## src/rtl/ocw_pkg.sv

```systemverilog
package ocw_pkg;
   localparam logic [3:0] MD_TIMER   = 4'd0;
   localparam logic [3:0] MD_SET     = 4'd1;
   localparam logic [3:0] MD_CLR     = 4'd2;
   localparam logic [3:0] MD_TGL     = 4'd3;
   localparam logic [3:0] MD_DUAL    = 4'd4;
   localparam logic [3:0] MD_DUALBUF = 4'd5;
   localparam logic [3:0] MD_EXT     = 4'd15;

   typedef enum logic [2:0] {
      ACT_HOLD,
      ACT_SET,
      ACT_CLR,
      ACT_TGL,
      ACT_EXT,
      ACT_ZERO
   } ocw_act_e;
endpackage

```

## src/rtl/ocw_match.sv

```systemverilog
module ocw_match #(
   parameter int BASE_W  = 16,
   parameter bit WIDE_OK = 1'b1,
   localparam int CW     = 2 * BASE_W
) (
   input  logic [CW-1:0] count,
   input  logic [CW-1:0] cmp,
   input  logic          wide,
   output logic          hit
);
   logic lo_eq;
   assign lo_eq = (count[BASE_W-1:0] == cmp[BASE_W-1:0]);

   generate
      if (WIDE_OK) begin : g_wide
         logic hi_eq;
         assign hi_eq = (count[CW-1:BASE_W] == cmp[CW-1:BASE_W]);
         assign hit   = lo_eq && (!wide || hi_eq);
      end else begin : g_narrow
         logic unused_hi;
         assign unused_hi = ^{wide, count[CW-1:BASE_W], cmp[CW-1:BASE_W]};
         assign hit       = lo_eq;
      end
   endgenerate
endmodule

```

## src/rtl/ocw_shadow.sv

```systemverilog
module ocw_shadow #(
   parameter int W = 16
) (
   input  logic         clk,
   input  logic         rst_n,
   input  logic         load,
   input  logic [W-1:0] din_a,
   input  logic [W-1:0] din_b,
   output logic [W-1:0] q_a,
   output logic [W-1:0] q_b
);
   always_ff @(posedge clk) begin
      if (!rst_n) begin
         q_a <= '0;
         q_b <= '0;
      end else if (load) begin
         q_a <= din_a;
         q_b <= din_b;
      end
   end
endmodule

```

## src/rtl/ocw_drive.sv

```systemverilog
module ocw_drive
   import ocw_pkg::*;
(
   input  logic     clk,
   input  logic     rst_n,
   input  ocw_act_e act,
   input  logic     ext_in,
   output logic     pin
);
   always_ff @(posedge clk) begin
      if (!rst_n) begin
         pin <= 1'b0;
      end else begin
         case (act)
            ACT_SET:  pin <= 1'b1;
            ACT_CLR:  pin <= 1'b0;
            ACT_ZERO: pin <= 1'b0;
            ACT_TGL:  pin <= ~pin;
            ACT_EXT:  pin <= ext_in;
            default:  pin <= pin;
         endcase
      end
   end
endmodule

```

## src/rtl/ocw_wavegen.sv

```systemverilog
module ocw_wavegen
   import ocw_pkg::*;
#(
   parameter int BASE_W  = 16,
   parameter bit WIDE_OK = 1'b1,
   localparam int CW     = 2 * BASE_W
) (
   input  logic          clk,
   input  logic          rst_n,
   input  logic          enable,
   input  logic [3:0]    mode,
   input  logic          wide,
   input  logic [CW-1:0] count,
   input  logic          rollover,
   input  logic [CW-1:0] cmp_a,
   input  logic [CW-1:0] cmp_b,
   input  logic          ext_in,
   output logic          wave_out
);
   generate
      if (BASE_W < 2) begin : g_bad_width
         $error("ocw_wavegen: BASE_W must be at least 2");
      end
   endgenerate

   logic          buf_mode;
   logic          shadow_load;
   logic [CW-1:0] held_a, held_b;
   logic [CW-1:0] use_a, use_b;
   logic          hit_single, hit_da, hit_db;
   ocw_act_e      act;

   assign buf_mode    = (mode == MD_DUALBUF);
   assign shadow_load = !enable || !buf_mode || rollover;

   ocw_shadow #(.W(CW)) u_shadow (
      .clk   (clk),
      .rst_n (rst_n),
      .load  (shadow_load),
      .din_a (cmp_a),
      .din_b (cmp_b),
      .q_a   (held_a),
      .q_b   (held_b)
   );

   assign use_a = buf_mode ? held_a : cmp_a;
   assign use_b = buf_mode ? held_b : cmp_b;

   ocw_match #(.BASE_W(BASE_W), .WIDE_OK(WIDE_OK)) u_hit_single (
      .count (count), .cmp (cmp_a), .wide (wide), .hit (hit_single)
   );
   ocw_match #(.BASE_W(BASE_W), .WIDE_OK(WIDE_OK)) u_hit_da (
      .count (count), .cmp (use_a), .wide (1'b0), .hit (hit_da)
   );
   ocw_match #(.BASE_W(BASE_W), .WIDE_OK(WIDE_OK)) u_hit_db (
      .count (count), .cmp (use_b), .wide (1'b0), .hit (hit_db)
   );

   always_comb begin
      act = ACT_HOLD;
      if (!enable) begin
         act = ACT_ZERO;
      end else begin
         case (mode)
            MD_SET:  if (hit_single) act = ACT_SET;
            MD_CLR:  if (hit_single) act = ACT_CLR;
            MD_TGL:  if (hit_single) act = ACT_TGL;
            MD_DUAL, MD_DUALBUF: begin
               if (hit_db)      act = ACT_CLR;
               else if (hit_da) act = ACT_SET;
            end
            MD_EXT:  act = ACT_EXT;
            default: act = ACT_HOLD;
         endcase
      end
   end

   ocw_drive u_drive (
      .clk    (clk),
      .rst_n  (rst_n),
      .act    (act),
      .ext_in (ext_in),
      .pin    (wave_out)
   );
endmodule

```

## config.mk

```make
export PLATFORM = sky130hd
export DESIGN_NAME = ocw_wavegen
export DESIGN_NICKNAME = d
export VERILOG_FILES = /design/src/rtl/ocw_pkg.sv /design/src/rtl/ocw_match.sv /design/src/rtl/ocw_shadow.sv /design/src/rtl/ocw_drive.sv /design/src/rtl/ocw_wavegen.sv
export SDC_FILE = /design/constraint.sdc
export NUM_CORES = 1
export LEC_CHECK = 0
export ABC_AREA = 0
export BUFFER_PORTS_ARGS = -buffer_cell sky130_fd_sc_hd__buf_2
export CORE_MARGIN = 2
export CORE_UTILIZATION = 45
export DETAILED_ROUTE_END_ITERATION = 7
export HOLD_SLACK_MARGIN = 0.06
export PLACE_DENSITY = 0.72
export SLEW_MARGIN = 10
export SYNTH_ARGS = -nofsm -noshare
export SYNTH_HDL_FRONTEND = slang
export SYNTH_SLANG_ARGS = --single-unit
```

## constraint.sdc

```tcl
create_clock -name clk -period 1.74 [get_ports clk]
set_input_delay 0.087 -clock clk [delete_from_list [all_inputs] [get_ports clk]]
set_output_delay 0.087 -clock clk [all_outputs]
set_load 0.05 [all_outputs]
```

==> flow_summary.ini, run 1 <==
[outcome]
status = finished clean

[synth]
yosys_warnings = 0
synthesis.nets = 427
ys_ff_latch = 33
syn_area_sq_um = 2490
synth_edf_count = 0
synth_cell_type_count = 48
syn_area_per_cell_sq_um = 7.75
netlist_instances = 321
async_flop_share_pct = 0
synthFlopType = dfxtp_1
yosysSeqAreaShare_pct = 26.6

[die]
core-area_sq_um = 5410
die_area_sq_um = 6140
fp.dieW_microns = 78.3
ioPinCount = 107
initial_utilization_pct = 46.0
row_count = 27
die_height_microns = 78.3

[sta]
clock_skew_ps = 3.78
fin_setup_tns_ps = 0
setup_violations = 0
worst_pin_slew_ps = 522
hold_viol_final = 0
fin_crit_sh_pct = 98.7
slew_viol_final = 0
max_freq_ghz = 0.582
whs_ps = 53.4
setup_ws_ps = 23.1
fin_crit_ps = 1720
relSlewSlack_pct = 65.2
rsz0062_at_grt = yes

[setup_path]
rr_startpoint = u_shadow.q_a[15]$_SDFFE_PN0P_
slowest_stage = dfxtp_1
worstSetupStartpointType = flip-flop
crit_chain = inv_1 -> a22o_1 -> a221oi_1 -> a41oi_1 -> nor3_2 -> o2111ai_2 -> a211oi_2
cp_data_required_time_ps = 1960
cp_max_fo = 2
slowest_delay_ps = 330
worst_setup_path_end_kind = flip-flop
crit_arrival_ps = 1940
worstSetupStartpoint = u_shadow.q_a[15]$_SDFFE_PN0P_
path_class = reg2reg
worstRegToRegCells = 7
r2r_slack_ps = 20
rr_endpoint = u_drive.pin$_SDFFE_PN0P_

[min_path]
timing.hold.worst.class = in2reg
hold_depth = 3
min_from = cmp_b[8]
hold_end = u_shadow.q_b[8]$_SDFFE_PN0P_

[layout]
utilization_pct = 61.9
final_common_cell = buf_2
final_nets = 538
most-common-layout-cells = buf_2, nand2_1, xor2_1
syn_to_final_growth_pct = 34.6
antennaDiodeCount = 0
drive_gt1_share_pct = 28.2
fin_cells = 505
post-route-cell-area_sq_um = 3350

[global_routing]
grt_pass1_wl_mm = 11.7
grt_max_degree = 34
antenna_found_initial = 0
grt-ovfl-total = 0
grt.total_usage_pct = 24.7
grt_pass1_vias = 2461

[clocking]
tritoncts = done
ctsHtreeMaxLevel = 2
cts_buffer_depth = 2
clock_sinks = 33
clkLatencyLatePin_ps = 300
root_buffer = clkbuf_8
numCtsBuffers = 5
clk_pin_slew_ps = 70

[pwr]
power_density_nw_per_um2 = 578
irDropWorstVdd_mv = 0.452
power_mw = 1.93
p_leak_nw = 1.51

[drt]
dr_total_vias = 2591
routedWlPerCell_microns = 14.7
avgViaCountPerCell = 5.13
drt-total-wl_mm = 7.41
ant_nets = 0
first_iter_violations = 125
drt-pass1-iter-count = 4
drcViolationCount = 0

[flow_run]
timing.max_cap.violations = 0

[placement]
gp_congestion = 0.879
hpwl_mm = 5.65
port_buffers = 90
dp_slack_ps = -9.07
place_inst = 479
placed_area_sq_um = 3030
[sequential cells by signal (all words and copies together) (netlist names)]
| register | flops |
|---|---|
| u_shadow.q_a | 16 |
| u_shadow.q_b | 16 |
| u_drive.pin | 1 |
[worst max path at each step]
stage,end,slack (ps),cells after the start
floorplan,u_drive.pin$_SDFFE_PN0P_,270,7
global placement,u_drive.pin$_SDFFE_PN0P_,40,8
detailed placement,u_drive.pin$_SDFFE_PN0P_,-9,8
CTS,u_drive.pin$_SDFFE_PN0P_,8,9
global route,u_drive.pin$_SDFFE_PN0P_,-70,7
finish,u_drive.pin$_SDFFE_PN0P_,20,7
[critical path: cells and delay by family, from the launching register on]
| family | cells | cell delay (ps) |
|---|---|---|
| AOI/OAI and AO/OA | 5 | 1010 |
| buffers and inverters | 1 | 60 |
| DFF | 1 | 330 |
| and+or+nand+nor | 1 | 240 |
[routing by layer]
metal | share of wire [%] | wire [microns] | GRT usage (%)
met5 | 0 | 0 | 0
met1 | 44 | 3260 | 31.9
met4 | 2.9 | 213 | 9.65
met2 | 44 | 3250 | 39.8
met3 | 9.4 | 693 | 5.98
[timing repair]
item / CTS / global route
pin swaps: 0 / 10
hold buffers: 20 / 0
endpoints found under the setup margin: 1 / 1
endpoints found under the hold margin: 20 / 0
resized for setup: 1 / 7
buffers inserted: 0 / 0
[layout make-up]
class / instances / area (sq um)
Tap cell: 72 / 90.1
Timing Repair Buffer: 119 / 726
Fill cell: 509 / 2060
Clock buffer: 6 / 72.6
Sequential cell: 33 / 661
Multi-Input combinational cell: 254 / 1720
Inverter: 19 / 71.3
Clock inverter: 2 / 10.0
[kinds of logic after synthesis]
group	Yosys count	share of synthesized area, %
and+or+nand+nor	124	23.6
AOI/OAI and AO/OA	70	22.6
xor gates and xnor gates	57	20.1
buffers and inverters	34	5.94
DFF	33	26.6
muxes	3	1.21
[report_power, final]
part           switching, mW  leakage (nW)  internal (mW)  total [mW]
registers             0.0287         0.275          0.798       0.826
logic                  0.263          1.20          0.261       0.524
clock network          0.306        0.0450          0.277       0.584
[Yosys cell counts, types with 2 or more instances]
cell,number,share of area [%]
nor4_1,9,2.3
o22ai_1,5,1.3
a2111oi_4,2,2.2
nand2_1,73,11
xnor2_1,16,5.6
nor2b_1,6,1.5
nand3b_1,2,0.60
a22o_1,2,0.70
dfxtp_1,33,27
inv_1,17,2.6
a221oi_1,4,1.4
nand4_1,6,1.5
buf_2,4,0.80
xor2_1,41,14
nand2b_1,4,1.0
a21oi_1,8,1.6
a21boi_0,2,0.60
a21boi_1,30,9.1
o21ai_0,2,0.40
nor2_1,9,1.4
clkbuf_1,9,1.4
inv_2,2,0.30
nor3_1,4,0.80
nand3_1,5,1.0
mux2i_1,3,1.2
Note: power is estimated with default switching activity, not from simulation.
==> run 2, diff against run 1 <==
==> constraint.sdc (replaced) <==
create_clock -name clk -period 1.74 [get_ports clk]
set_input_delay 0 -clock clk [delete_from_list [all_inputs] [get_ports clk]]
set_output_delay 0 -clock clk [all_outputs]
set_load 0.05 [all_outputs]
==> run 2 against run 1 <==
Compared with the run above: clock power rose by 12%; core utilization is 3.4 points higher; worst hold slack gained 86 ps; sequential power hardly changed; first-iteration DRC count rose by 28%; clock skew about the same; critical endpoint unchanged; highest routed layer unchanged; count of clock-buffer cells in the layout increased by 1; global-route usage fell by 0.37 points.
==> flow_summary.ini, run 2 (same netlist as run 1, synthesis figures left out) <==
[clocking]
root_buffer = clkbuf_8
numCtsBuffers = 5
clkLatencyLatePin_ps = 290
cts_buffer_depth = 2
clock_sinks = 33
ctsHtreeMaxLevel = 2
clk_pin_slew_ps = 70
tritoncts = done

[sta]
rsz0062_at_grt = yes
fin_crit_ps = 1710
hold_viol_final = 0
slew_viol_final = 0
fin_crit_sh_pct = 98.2
max_freq_ghz = 0.585
fin_setup_tns_ps = 0
worst_pin_slew_ps = 358
setup_violations = 0
clock_skew_ps = 3.82
relSlewSlack_pct = 76.0

[min_path]
timing.hold.worst.class = in2reg
hold_depth = 2
hold_end = u_shadow.q_b[14]$_SDFFE_PN0P_
min_from = rst_n

[setup_path]
rr_startpoint = u_shadow.q_b[8]$_SDFFE_PN0P_
r2r_slack_ps = 80
critPathTopFamily = buffers and inverters
cp_max_fo = 2
worstSetupStartpointType = input pin
slowest_delay_ps = 550
cp_num_cells = 9
worstSetupStartpoint = cmp_a[8]
cp_data_required_time_ps = 1950
crit_chain = dlygate4sd3_1 -> buf_6 -> xor2_2 -> nor4_2 -> and4_1 -> and3_4 -> a31o_1 -> o21ai_2 -> a211oi_2
worst_setup_path_end_kind = flip-flop
worstRegToRegCells = 7
path_class = in2reg
crit_arrival_ps = 1920
slowest_stage = dlygate4sd3_1
crit_buf_inv = 2
rr_endpoint = u_drive.pin$_SDFFE_PN0P_

[layout]
largestRegisters = u_shadow.q_a: 16 flops, u_shadow.q_b: 16 flops, u_drive.pin: 1 flops
drive_gt1_share_pct = 28.4
n_fill_cell = 479
antennaDiodeCount = 0
most-common-layout-cells = buf_2, nand2_1, xor2_1
post-route-cell-area_sq_um = 3530
syn_to_final_growth_pct = 41.9
final_nets = 548
final_common_cell = buf_2
fin_cells = 515

[pwr]
p_leak_nw = 1.57
irDropWorstVdd_mv = 0.459
pwr-share-comb_pct = 27.2
switching_share_pct = 29.5
p_int_mw = 1.44
power_density_nw_per_um2 = 577
p_seq_share_pct = 40.6
power_mw = 2.04
clkPwrFrac_pct = 32.2
p_switching_mw = 0.600

[global_routing]
grt_pass1_wl_mm = 11.8
antenna_found_initial = 0
grt.total_usage_pct = 24.4
grt_pass1_vias = 2497
grt-ovfl-total = 0
grt_max_degree = 25

[drt]
dr_total_vias = 2728
drcViolationCount = 0
routedWlPerCell_microns = 14.7
ant_nets = 0
first_iter_violations = 160
avgViaCountPerCell = 5.30
drt-pass1-iter-count = 5
drt-total-wl_mm = 7.55

[outcome]
status = finished clean

[die]
row_count = 27
die_height_microns = 78.3
ioPinCount = 107
die_area_sq_um = 6140
initial_utilization_pct = 46.0
fp.dieW_microns = 78.3
core-area_sq_um = 5410

[placement]
hpwl_mm = 5.66
place_inst = 476
placed_area_sq_um = 3020
gp_congestion = 0.919
port_buffers = 90

[flow_run]
timing.max_cap.violations = 0
==> run 2: cell count changes in the layout (fill, tap and decap cells not counted), moves of 2 or more <==
cell,before,now
buf_4,11,7
buf_2,88,86
nor3_1,3,1
clkbuf_8,5,7
nor3_2,1,3
dlygate4sd3_1,19,34
==> run 2: per-stage QoR <==
stage	hold slack (ps)	utilization, %	setup slack (ps)
6_report	139	65.3	31.6
5_1_grt	148	65.3	-137
4_1_cts	132	64.1	25.8
3_5_place_dp	269	55.9	31.5
3_3_place_gp	261	55.9	95.1
2_1_floorplan	126	-	265
==> run 2: how the worst max path moves through the flow <==
stage,to
CTS,u_drive.pin$_SDFFE_PN0P_
global route,u_drive.pin$_SDFFE_PN0P_
global placement,u_drive.pin$_SDFFE_PN0P_
finish,u_drive.pin$_SDFFE_PN0P_
floorplan,u_drive.pin$_SDFFE_PN0P_
detailed placement,u_drive.pin$_SDFFE_PN0P_
==> run 2: power by group through the flow <==
stage               Combinational, mW  Clock (mW)  Sequential (mW)
CTS                             0.534       0.670            0.826
global route                    0.605       0.692            0.831
finish                          0.554       0.655            0.827
global placement                0.466           0            0.842
floorplan                       0.263           0            0.838
detailed placement              0.473           0            0.843
==> run 2: worst reg2reg max path, cell delays in order (launching register included) <==
cell and delay [ps]:
dfxtp_2 330, xor2_1 180, a2111oi_4 310, a221oi_1 140, a21oi_1 130, nand4b_1 190, o21ai_2 190, a211oi_2 70
==> run 2: timing repair <==
| action | 4_1_cts | 5_1_grt |
|---|---|---|
| hold buffers | 34 | 0 |
| endpoints found under the setup margin | 0 | 1 |
| gates resized for setup | 0 | 16 |
| setup buffers | 0 | 0 |
| hold endpoints to repair | 33 | 0 |
==> run 2: cell type report <==
type	instances	area, sq um	share of cell area [%]
timing repair buffer	129	855	24.2
multi-input combinational	254	1750	49.6
clock buffer	7	96.3	2.73
clock inverter	1	5.00	0.142
tap	72	90.1	2.55
sequential	33	662	18.8
inverter	19	71.3	2.02
==> run 2: metal layers <==
metal  track usage (%)  routed length [microns]
met1              31.2                     3180
met2              42.8                     3600
met3              4.37                      699
met4              5.09                       73
met5                 0                        0
